$ cat src/rtl/sp_bridge_pkg.sv
// Package: default geometry of the serial-parallel bridge and a width helper.
// Assumes the frame length and the parallel input count are powers of two.
package sp_bridge_pkg;
    localparam int unsigned DEF_TICKS     = 8;
    localparam int unsigned DEF_PAR_IN    = 32;
    localparam int unsigned DEF_SER_OUT   = 4;
    localparam int unsigned DEF_SER_IN    = 6;
    localparam int unsigned DEF_PAR_OUT   = 48;

    // Width of an index able to address n items (at least 1 bit).
    function automatic int unsigned idx_w(input int unsigned n);
        return (n <= 1) ? 1 : $clog2(n);
    endfunction
endpackage

$ cat src/rtl/sp_tick_gen.sv
// Tick generator: counts the position within the serial frame.
// Assumes a synchronous active-low reset; restarts the frame at tick 0.
module sp_tick_gen #(
    parameter int unsigned TICKS = 8,
    localparam int unsigned TW   = sp_bridge_pkg::idx_w(TICKS)
) (
    input  logic          clk,
    input  logic          rst_n,
    output logic [TW-1:0] tick,
    output logic          last
);
    localparam logic [TW-1:0] LAST_T = TW'(TICKS - 1);

    // Flag the final tick of the frame.
    always_comb last = (tick == LAST_T);

    // Advance the tick, wrapping at the end of the frame.
    always_ff @(posedge clk) begin
        if (!rst_n)
            tick <= '0;
        else if (last)
            tick <= '0;
        else
            tick <= tick + TW'(1);
    end
endmodule

$ cat src/rtl/sp_cfg_chain.sv
// Configuration chain: a serial-in shift register holding all selector tables.
// Assumes one bit enters per enabled clock, at the top, moving toward bit 0.
module sp_cfg_chain #(
    parameter int unsigned LEN = 16
) (
    input  logic           clk,
    input  logic           rst_n,
    input  logic           shift,
    input  logic           din,
    output logic [LEN-1:0] bits
);
    // Clear on reset, shift one place when requested.
    always_ff @(posedge clk) begin
        if (!rst_n)
            bits <= '0;
        else if (shift)
            bits <= {din, bits[LEN-1:1]};
    end
endmodule

$ cat src/rtl/sp_ser_tx.sv
// Serializer: samples the parallel inputs once per frame and, in each tick,
// drives every serial wire with the held input named by its per-tick selector.
// Assumes N_IN is a power of two so every selector code addresses an input.
module sp_ser_tx #(
    parameter int unsigned TICKS   = 8,
    parameter int unsigned N_IN    = 32,
    parameter int unsigned N_WIRES = 4,
    localparam int unsigned TW     = sp_bridge_pkg::idx_w(TICKS),
    localparam int unsigned SW     = sp_bridge_pkg::idx_w(N_IN),
    localparam int unsigned BITS   = TICKS * N_WIRES * SW
) (
    input  logic               clk,
    input  logic               rst_n,
    input  logic               last,
    input  logic [TW-1:0]      tick,
    input  logic [N_IN-1:0]    par_in,
    input  logic [BITS-1:0]    sel_bits,
    output logic [N_WIRES-1:0] ser_out
);
    logic [N_IN-1:0] held;
    logic [SW-1:0]   sel_tab [TICKS][N_WIRES];

    // Capture a coherent input sample as the frame ends.
    always_ff @(posedge clk) begin
        if (!rst_n)
            held <= '0;
        else if (last)
            held <= par_in;
    end

    // Unpack the flat selector table and build one mux per wire.
    for (genvar t = 0; t < TICKS; t++) begin : g_tick
        for (genvar w = 0; w < N_WIRES; w++) begin : g_slot
            assign sel_tab[t][w] = sel_bits[(t*N_WIRES + w)*SW +: SW];
        end
    end

    for (genvar w = 0; w < N_WIRES; w++) begin : g_wire
        // Pick the held input for this wire in the current tick.
        always_comb ser_out[w] = held[sel_tab[tick][w]];
    end
endmodule

$ cat src/rtl/sp_par_rx.sv
// Deserializer: each parallel output watches one (wire, tick) slot of the
// serial bus and registers that bit when the slot comes by.
// Assumes entry layout {enable, wire, tick}; wire codes past N_WIRES never match.
module sp_par_rx #(
    parameter int unsigned TICKS   = 8,
    parameter int unsigned N_WIRES = 6,
    parameter int unsigned N_OUT   = 48,
    localparam int unsigned TW     = sp_bridge_pkg::idx_w(TICKS),
    localparam int unsigned WW     = sp_bridge_pkg::idx_w(N_WIRES),
    localparam int unsigned ENT    = TW + WW + 1,
    localparam int unsigned BITS   = N_OUT * ENT
) (
    input  logic               clk,
    input  logic               rst_n,
    input  logic               freeze,
    input  logic [TW-1:0]      tick,
    input  logic [N_WIRES-1:0] ser_in,
    input  logic [BITS-1:0]    ent_bits,
    output logic [N_OUT-1:0]   par_out
);
    localparam int unsigned PADW = 1 << WW;
    localparam logic [WW:0] WIRE_LIM = (WW+1)'(N_WIRES);

    logic [PADW-1:0] ser_pad;

    // Widen the serial bus so every wire code indexes a defined bit.
    always_comb begin
        ser_pad = '0;
        ser_pad[N_WIRES-1:0] = ser_in;
    end

    for (genvar j = 0; j < N_OUT; j++) begin : g_out
        logic [ENT-1:0] ent;
        logic [TW-1:0]  e_tick;
        logic [WW-1:0]  e_wire;
        logic           e_en;
        logic           hit;

        // Split this output's entry and decide whether it captures now.
        always_comb begin
            ent    = ent_bits[j*ENT +: ENT];
            e_tick = ent[TW-1:0];
            e_wire = ent[TW +: WW];
            e_en   = ent[ENT-1];
            hit    = e_en && !freeze && (e_tick == tick)
                     && ({1'b0, e_wire} < WIRE_LIM);
        end

        // Register the selected serial bit in its slot, hold otherwise.
        always_ff @(posedge clk) begin
            if (!rst_n)
                par_out[j] <= 1'b0;
            else if (hit)
                par_out[j] <= ser_pad[e_wire];
        end
    end
endmodule

$ cat src/rtl/ser_par_bridge.sv
// Serial-parallel bridge top: ties the tick generator, configuration chain,
// serializer and deserializer together. The chain holds the serializer table
// in its low part and the deserializer entries above it.
// Assumes a synchronous active-low reset shared with the fabric frame.
module ser_par_bridge #(
    parameter int unsigned TICKS    = sp_bridge_pkg::DEF_TICKS,
    parameter int unsigned N_PAR_IN = sp_bridge_pkg::DEF_PAR_IN,
    parameter int unsigned N_SO     = sp_bridge_pkg::DEF_SER_OUT,
    parameter int unsigned N_SI     = sp_bridge_pkg::DEF_SER_IN,
    parameter int unsigned N_PO     = sp_bridge_pkg::DEF_PAR_OUT,
    localparam int unsigned TW      = sp_bridge_pkg::idx_w(TICKS),
    localparam int unsigned SW      = sp_bridge_pkg::idx_w(N_PAR_IN),
    localparam int unsigned WW      = sp_bridge_pkg::idx_w(N_SI),
    localparam int unsigned TX_BITS = TICKS * N_SO * SW,
    localparam int unsigned RX_BITS = N_PO * (TW + WW + 1),
    localparam int unsigned CFG_LEN = TX_BITS + RX_BITS
) (
    input  logic                clk,
    input  logic                rst_n,
    input  logic                cfg_shift,
    input  logic                cfg_din,
    input  logic [N_PAR_IN-1:0] par_in,
    output logic [N_SO-1:0]     ser_out,
    input  logic [N_SI-1:0]     ser_in,
    output logic [N_PO-1:0]     par_out,
    output logic [TW-1:0]       tick
);
    logic               last;
    logic [CFG_LEN-1:0] cfg;

    sp_tick_gen #(.TICKS(TICKS)) u_tick (
        .clk   (clk),
        .rst_n (rst_n),
        .tick  (tick),
        .last  (last)
    );

    sp_cfg_chain #(.LEN(CFG_LEN)) u_cfg (
        .clk   (clk),
        .rst_n (rst_n),
        .shift (cfg_shift),
        .din   (cfg_din),
        .bits  (cfg)
    );

    sp_ser_tx #(.TICKS(TICKS), .N_IN(N_PAR_IN), .N_WIRES(N_SO)) u_tx (
        .clk      (clk),
        .rst_n    (rst_n),
        .last     (last),
        .tick     (tick),
        .par_in   (par_in),
        .sel_bits (cfg[TX_BITS-1:0]),
        .ser_out  (ser_out)
    );

    sp_par_rx #(.TICKS(TICKS), .N_WIRES(N_SI), .N_OUT(N_PO)) u_rx (
        .clk      (clk),
        .rst_n    (rst_n),
        .freeze   (cfg_shift),
        .tick     (tick),
        .ser_in   (ser_in),
        .ent_bits (cfg[CFG_LEN-1:TX_BITS]),
        .par_out  (par_out)
    );
endmodule

$ cat config.mk
export PLATFORM = sky130hd
export DESIGN_NAME = ser_par_bridge
export DESIGN_NICKNAME = d
export VERILOG_FILES = /design/src/rtl/sp_bridge_pkg.sv /design/src/rtl/sp_tick_gen.sv /design/src/rtl/sp_cfg_chain.sv /design/src/rtl/sp_ser_tx.sv /design/src/rtl/sp_par_rx.sv /design/src/rtl/ser_par_bridge.sv
export SDC_FILE = /design/constraint.sdc
export NUM_CORES = 1
export LEC_CHECK = 0
export ABC_AREA = 1
export BUFFER_PORTS_ARGS = -buffer_cell sky130_fd_sc_hd__clkbuf_2
export CAP_MARGIN = 20
export CORE_ASPECT_RATIO = 0.75
export CORE_UTILIZATION = 40
export CTS_CLUSTER_SIZE = 10
export DETAILED_ROUTE_END_ITERATION = 7
export GPL_TIMING_DRIVEN = 0
export PLACE_DENSITY = 0.68
export SLEW_MARGIN = 20
export SYNTH_ARGS = -nofsm -noshare
export SYNTH_HDL_FRONTEND = slang
export SYNTH_SLANG_ARGS = --single-unit
$ cat constraint.sdc
create_clock -name clk -period 2.95 [get_ports clk]
set_input_delay 0.4425 -clock clk [delete_from_list [all_inputs] [get_ports clk]]
set_output_delay 0.4425 -clock clk [all_outputs]
set_load 0.05 [all_outputs]
==> summary.md, run 1 <==
The number of setup violations in the final report is 4. The final reports fail on setup timing. By instance count, the leading cell after synthesis is sky130_fd_sc_hd__a21oi_1. CTS placed an instance of sky130_fd_sc_hd__clkbuf_16 at the clock tree root. The worst stage delay on the critical path came out at 0.35 ns. The run gives -0.2124 ns as the worst setup margin. The mean instance size in the synthesized netlist was 7.276 µm²; the buffer and inverter count on the worst path was 5. The tools report the sort of element at the start of the critical path as a flop. The number of global-route vias before repair is 24,583.

The async set-reset flop share out of synthesis works out to 0%. The critical path is of the reg -> out type. The maximum number of buffers from clock root to sink was 3; the effective utilization at floorplan was 40.77%.

In the synthesized netlist, the number of instances is 3,680. The dominant delay contributor by cell family on the critical path is simple AND/OR/NAND/NOR gates. The first-pass detailed-route iteration total was 8; the core region area was 0.06567 mm². The number of enable flip-flop cells after synthesis was 0. The via density per instance is 5.792, and the maximum number of pins on one net before global-route repair is 11. The DRC marker count from the first detailed-route iteration is 4,014, and the leakage power of the design is 0.01209 µW. The logs give 38 for the number of distinct library cells after synthesis and 579 for the CTS sink count.

Synthesis produced a netlist with a net count of 3,724. The sequential area share after synthesis came out at 43.29%. The clock-pin slew reported for the worst setup and hold paths after clock tree synthesis is 0.05 ns. The final non-filler cell total was 4,761. The run gives 146.8 mm as the global-route wire length before repair. Counting the buffers created by CTS gives 68.

The clock reaches the later pin of the worst-skew pair after 0.62 ns. At the pin with the least slew margin, the transition time is 1.160 ns. The most used flip-flop cell after synthesis is sky130_fd_sc_hd__dfxtp_1. Across the routed clock network, the largest skew measured is 0.02253 ns.

The highest fanout seen on the critical path works out to 7. In this run the vertical extent of the chip is 226.1 µm. Yosys printed 0 warnings. The commonest cells after synthesis are sky130_fd_sc_hd__a21oi_1 (664), sky130_fd_sc_hd__dfxtp_1 (579), sky130_fd_sc_hd__o21ai_0 (574), sky130_fd_sc_hd__nand2_1 (468), sky130_fd_sc_hd__nor2_1 (323). In this run the cell area of the synthesized design comes to 0.02677 mm².

At the end of routability-driven placement, the weighted congestion stood at 1.000. The half-perimeter wire length after detailed placement is 67.35 mm. The path with the worst hold slack has its endpoint at u_tx.held[12]. Once detail routing completed, the nets flagged for antenna violations numbered 0.

The final-report max-slew violation count was 0; the initial antenna violation count was 1. The type of the worst min-delay path was in -> reg. TritonCTS built the clock tree.

The power density over the cells came out at 636.4 mW/mm². STA classifies the critical path endpoint as an output port. By area the synthesized netlist is led by sky130_fd_sc_hd__dfxtp_1 (43%), sky130_fd_sc_hd__a21oi_1 (12%), sky130_fd_sc_hd__o21ai_0 (11%). The worst hold path was traced through 3 stages. Launching element of the worst setup path: u_tick.tick[0].

Headroom to the max-slew limit came out at 22.66%. The detailed router placed 27,576 vias in this run. The run gives 97 as the number of top-level pins. The final period demand of the worst path was 3.162 ns. The endpoint identified for the worst register-to-register timing path is u_rx.par_out[40]. The number of hold buffers added after CTS came out at 0. sky130_fd_sc_hd__dfxtp_1 takes more of the synthesized area than any other cell.

The floorplan has 81 rows. The peak supply drop was 0.0004108 V; the area enclosed by the die boundary was 0.06799 mm². Data on the critical path is required at its endpoint by 2.51 ns.

Data arrives at the worst endpoint at 2.72 ns. The run finished, with violations left. The worst register-to-register path has a setup slack of 0.69 ns. The die is 300.7 µm wide.

The mean routed wirelength per cell was 20.62 µm. The leftover overflow at the end of global routing is 0, and the depth of the worst register-to-register path is 7. The tool flagged a number of max-cap violations equal to 0. Setup repair after global routing could not meet its margin everywhere. The global router's overall resource usage came out at 27.89%. The startpoint identified for the worst hold timing path is par_in[12].

Among all stages on the critical path, the largest delay is contributed by sky130_fd_sc_hd__dfxtp_4. The run gives 3,923 as the final layout net count. In the routed design, unresolved DRC markers number 0. The maximum clock frequency was 316.2 MHz; the fraction of final layout cells sized beyond drive strength 1 was 11.09%. The final routed wirelength across all metal layers was 98.17 mm.

The origin of the critical flop-to-flop path was u_tick.tick[2]. The layout overhead on the synthesized area is 16.96%. Maximum level of the CTS H-tree: 3.

Final hold violation count: 0. Port buffering added 91 buffers. The logs give 47.68% for the final cell utilization of the core and 4,642 for the number of cells in the design after placement. The ratio of final minimum period to clock period was 107.2%. Traced cell by cell, the critical path runs through buf_12 -> inv_16 -> buf_12 -> nand2_2 -> nand3_2 -> nand3_4 -> nand2_8 -> clkbuf_16 -> nand2_2 -> nand3_2 -> nand3_1 -> nand3_1 -> nand3b_1 -> nand2_4 -> buf_8.

The post-synthesis register bit count was 579; the portion of synthesized cell area occupied by the leading cell type was 43.29%.
layout make-up:
type	count	area (µm²)
Antenna cell	2	5.005
Buffer	272	1519
Clock buffer	73	1794
Clock inverter	6	62.56
Fill cell	6585	34360
Inverter	249	985.9
Multi-Input combinational cell	2580	13350
Sequential cell	579	11600
Tap cell	871	1090
Timing Repair Buffer	129	908.4
power breakdown:
part	internal (µW)	switching, µW
Clock	4280	3290
Sequential	8250	396
Combinational	1280	2430
Total	13800	6120
worst reg2reg max path: cells and delay by family (launching register included):
family	cells	cell delay, ns
buffers and inverters	3	0.88
AO/OA/AOI/OAI	2	0.48
flip-flops	1	0.41
AND/OR/NAND/NOR	1	0.25
XOR/XNOR	1	0.19
logic make-up after synthesis:
group                      share of synthesized area (%)
AOI/OAI and AO/OA                                  27.47
buffers and inverters                              8.398
DFF                                                43.29
adders and majority gates                        0.09345
xor gates and xnor gates                           3.173
and+or+nand+nor                                    17.57
how the worst max path moves through the flow:
stage                     cells after the start    endpoint  slack, ns
after floorplan                              15  ser_out[2]       0.33
after global placement                        9  ser_out[0]      -0.71
after detailed placement                      9  ser_out[0]      -0.63
after CTS                                    15  ser_out[0]      -0.19
after global routing                         16  ser_out[3]      -0.25
final                                        15  ser_out[0]      -0.21
routing by layer:
metal  track usage (%)  vias to the layer above  part of all wire (%)
li1                  -                    12947                     -
met1             41.40                    12859                    45
met2             38.75                     1558                    40
met3             7.273                      212                    13
met4             8.417                        0                   2.8
met5                 0                        -                     0
stage by stage:
step	power, µW	instance area, µm²	setup slack (ns)	hold WS (ns)	setup TNS, ns
final	19930	31320	-0.2124	0.1141	-0.6501
after global routing	20580	31310	-0.2490	0.1398	-0.8922
after detailed placement	11910	28320	-0.6347	0.4585	-0.8383
after CTS	19620	30800	-0.1934	0.1031	-0.5484
after global placement	11870	28320	-0.7068	0.4528	-0.9077
after floorplan	10860	26770	0.3294	0.4335	0
registers in the layout (all words and copies together), names as in the netlist:
register and count:
u_tx.held 32, u_cfg.bits 496, u_tick.tick 3, u_rx.par_out 48
layout by cell type (no fill, tap or decap), types with 39 or more instances in the layout:
| cell | Yosys | layout |
|---|---|---|
| sky130_fd_sc_hd__nand2_2 | 4 | 39 |
| sky130_fd_sc_hd__o211ai_1 | 44 | 44 |
| sky130_fd_sc_hd__xnor2_1 | 65 | 65 |
| sky130_fd_sc_hd__clkbuf_2 | 0 | 88 |
| sky130_fd_sc_hd__o21bai_1 | 39 | 39 |
| sky130_fd_sc_hd__nand3_1 | 226 | 194 |
| sky130_fd_sc_hd__clkbuf_16 | 0 | 75 |
| sky130_fd_sc_hd__nand4_1 | 39 | 39 |
| sky130_fd_sc_hd__inv_1 | 242 | 236 |
| sky130_fd_sc_hd__o21ai_0 | 574 | 574 |
| sky130_fd_sc_hd__nand2_1 | 468 | 419 |
| sky130_fd_sc_hd__a21oi_1 | 664 | 663 |
| sky130_fd_sc_hd__nor2_1 | 323 | 322 |
| sky130_fd_sc_hd__dfxtp_1 | 579 | 576 |
| sky130_fd_sc_hd__clkbuf_1 | 172 | 171 |
repair_timing:
action                     in CTS  in global routing
pin swaps                      20                 41
gates cloned                    3                  5
setup buffers                  25                  6
resized for setup             121                 99
setup endpoints to repair       4                  4
Power figures use the tool's default switching activity.
==> inputs of run 2 (changes only) <==
--- a/config.mk
+++ b/config.mk
@@ -13,7 +13,7 @@
 export CTS_CLUSTER_SIZE = 10
 export DETAILED_ROUTE_END_ITERATION = 7
 export GPL_TIMING_DRIVEN = 0
-export PLACE_DENSITY = 0.68
+export PLACE_DENSITY = 0.7
 export SLEW_MARGIN = 20
 export SYNTH_ARGS = -nofsm -noshare
 export SYNTH_HDL_FRONTEND = slang
==> constraint.sdc (replaced) <==
create_clock -name clk -period 2.75 [get_ports clk]
set_input_delay 0.4125 -clock clk [delete_from_list [all_inputs] [get_ports clk]]
set_output_delay 0.4125 -clock clk [all_outputs]
set_load 0.05 [all_outputs]
==> run 2 against run 1 <==
Compared with the run above: the flow still finishes with violations (setup timing); final cell count hardly changed; design area is 0.88% higher; register-to-register slack worse by 0.13 ns; sequential power is 7.3% higher; utilization is 0.42 points higher; critical path type unchanged; critical endpoint unchanged.
==> summary.md, run 2 (same netlist as run 1, synthesis figures left out) <==
Root buffer selected by CTS: sky130_fd_sc_hd__clkbuf_16. The sequential cells in the finished layout cover a total of 0.01160 mm². Worst slew slack as a fraction of its limit: 20.03%. The critical path data required time was 2.34 ns; the number of setup violations in the final report was 4.

In this run the worst path has a maximum fanout of 6. Static timing analysis puts the maximum clock frequency at 318.9 MHz. For the leakage power of the design, the log shows 0.01221 µW. Among all stages on the critical path, the largest delay is contributed by sky130_fd_sc_hd__dfxtp_4.

The maximum level of the CTS H-tree is 3. The kind of cell with the highest combined delay along the critical path is simple AND/OR/NAND/NOR gates. The first-pass detailed-route iteration total was 7. The count of input and output buffers is 91, and the core region area is 0.06567 mm². TritonCTS built the clock tree. In the global route stage, overall resource usage came out at 28.18%. After detailed routing, the total wire length is 97.97 mm. Worst-margin pin slew: 1.200 ns.

Routability-driven placement finished with a final weighted congestion of 0.9976. The run finished, with violations left. Setup total negative slack on the finished layout was measured at -1.395 ns. In this run the horizontal extent of the chip is 300.7 µm. The logs give -0.3855 ns for the worst setup margin and 4,061 for the DRC marker count from the first detailed-route iteration. In the layout the commonest cells are sky130_fd_sc_hd__a21oi_1 (662), sky130_fd_sc_hd__dfxtp_1 (576), sky130_fd_sc_hd__o21ai_0 (574).

At the worst endpoint, the arrival time is 2.72 ns. VDD sags by at most 0.0004727 V. The maximum number of pins on one net before global-route repair was 11; the mean routed wirelength per cell was 20.57 µm. In the routed design, unresolved DRC markers number 0.

The final antenna diode count came out at 0. The run gives 24,825 as the number of global-route vias before repair. After filler insertion, the fill cell instance count of the layout stands at 6,508.

The final hold violation count was 0; the number of top-level pins was 97. Traced cell by cell, the critical path runs through buf_12 -> buf_12 -> nor2_4 -> nor2_2 -> nand2_2 -> nand3_4 -> buf_6 -> buf_8 -> nand3_2 -> nand3_2 -> nand3_2 -> nand3_2 -> nand3b_1 -> nand2_4 -> clkbuf_16. The first global-routing pass estimated 148.2 mm of wire. Final layout net count: 3,926. The most numerous cell type found on the critical path is sky130_fd_sc_hd__nand3_2. Detailed routing inserted a total of 27,768 vias. For the number of cells in the design after placement, the log shows 4,642. Counting flops per register, the top entry is u_cfg.bits.

The layout overhead on the synthesized area came out at 17.99%. Dividing the final minimum period by the clock period gives 114.0%. Using the TritonRoute via totals, the vias-per-cell ratio works out to 5.831. Once the floorplan was initialized, standard cells occupied 40.77% of the core.

The die covers 0.06799 mm². Once detail routing completed, the nets flagged for antenna violations numbered 0. Summing all multi-input logic gate instances after layout gives 0.01350 mm². The initial antenna violation count was 2. The count of standard-cell rows is 81, and the CTS sink count is 579. The clock reaches the later pin of the worst-skew pair after 0.62 ns.

Clock-pin slew was measured on the worst setup and hold paths at 0.06 ns. Together, buffers and inverters on the worst path number 5. In this design, the stage delay of the slowest critical-path cell is 0.36 ns.

In this run, post-CTS hold repair placed 0 buffers. Max-cap violations in this run came to 0. Fraction of final layout cells sized beyond drive strength 1: 12.00%. The leading cell type in the layout, fill and taps excluded was sky130_fd_sc_hd__a21oi_1. The final period demand of the worst path is 3.136 ns. The HPWL after detailed placement is 67.29 mm. The type of the worst min-delay path was in -> reg. Sort of element at the end of the critical path: an output port. The final non-filler cell total was 4,762; the number of flip-flops in the largest register was 496.

The logs give 68 for the TritonCTS buffer count and 0.02016 ns for the worst clock skew. The die outline height came out at 226.1 µm. Startpoint-to-endpoint class of the critical path: reg -> out. Setup repair after global routing could not meet its margin everywhere.

The sort of element at the start of the critical path is a flop. For the maximum number of buffers from clock root to sink, the log shows 3. The logs give 21,610 µW for the total design power and 0 for the leftover overflow at the end of global routing. The final-report max-slew violation count is 0.

The final reports fail on setup timing. Power spread over the standard cell area amounts to 684.0 mW/mm². In the final layout, the registers with the most flip-flops are u_cfg.bits x496, u_rx.par_out x48, u_tx.held x32.
[run 2: cell types whose count changed in the layout (fill, tap and decap cells not counted), moves of 3 or more]
| cell | before | now |
|---|---|---|
| sky130_fd_sc_hd__inv_6 | 6 | 3 |
| sky130_fd_sc_hd__buf_6 | 33 | 37 |
| sky130_fd_sc_hd__nand3_2 | 38 | 73 |
| sky130_fd_sc_hd__buf_4 | 38 | 33 |
| sky130_fd_sc_hd__buf_8 | 14 | 10 |
| sky130_fd_sc_hd__buf_12 | 6 | 10 |
| sky130_fd_sc_hd__nand3_1 | 194 | 160 |
[run 2: where the power goes]
group	internal, µW	switching, µW
Combinational	1450	2660
Sequential	8850	426
Clock	4720	3510
Total	15000	6590
[run 2: layout make-up]
type	instances	share of cell area [%]
Buffer	273	4.935
Tap cell	871	3.450
Sequential cell	579	36.72
Timing Repair Buffer	130	3.089
Clock inverter	6	0.2693
Inverter	249	3.089
Clock buffer	73	5.715
Multi-Input combinational cell	2581	42.73
[run 2: path summary, 6_finish.rpt]
check / start / to / slack [ns] / cells after the start
setup / recovery: u_tick.tick[0] / ser_out[0] / -0.39 / 15
setup reg to reg: u_tick.tick[1] / u_rx.par_out[4] / 0.56 / 7
hold / removal: par_in[10] / u_tx.held[10] / 0.08 / 3
hold reg to reg: u_rx.par_out[21] / u_rx.par_out[21] / 0.47 / 2
[run 2: timing repair]
item / in CTS / in global routing
setup endpoints to repair: 4 / 4
gates resized for setup: 202 / 53
pin swaps: 53 / 29
endpoints found under the hold margin: 0 / 0
buffers inserted: 28 / 3
gates cloned: 6 / 4
[run 2: metal layers]
layer  global-route usage, %  wire length, µm
met4                   8.318             2588
met3                   6.166            12200
met5                       0                8
met2                   38.77            38900
met1                   42.96            44280
[run 2: metrics by stage]
stage               util [%]  hold WS [ns]  worst slack [ns]  instance area, µm²
finish                 48.10       0.07887           -0.3855               31590
global route           48.10        0.1158           -0.4572               31590
CTS                    47.64       0.06833           -0.3351               31290
detailed placement     43.12        0.4552           -0.8312               28320
global placement       43.12        0.4510           -0.8034               28320
floorplan                  -        0.4335            0.1594               26770
[run 2: worst min-delay path, cell delays in order]
cell and delay [ns]:
sky130_fd_sc_hd__clkbuf_2 0.07, sky130_fd_sc_hd__o21ai_0 0.07, sky130_fd_sc_hd__a21oi_1 0.10
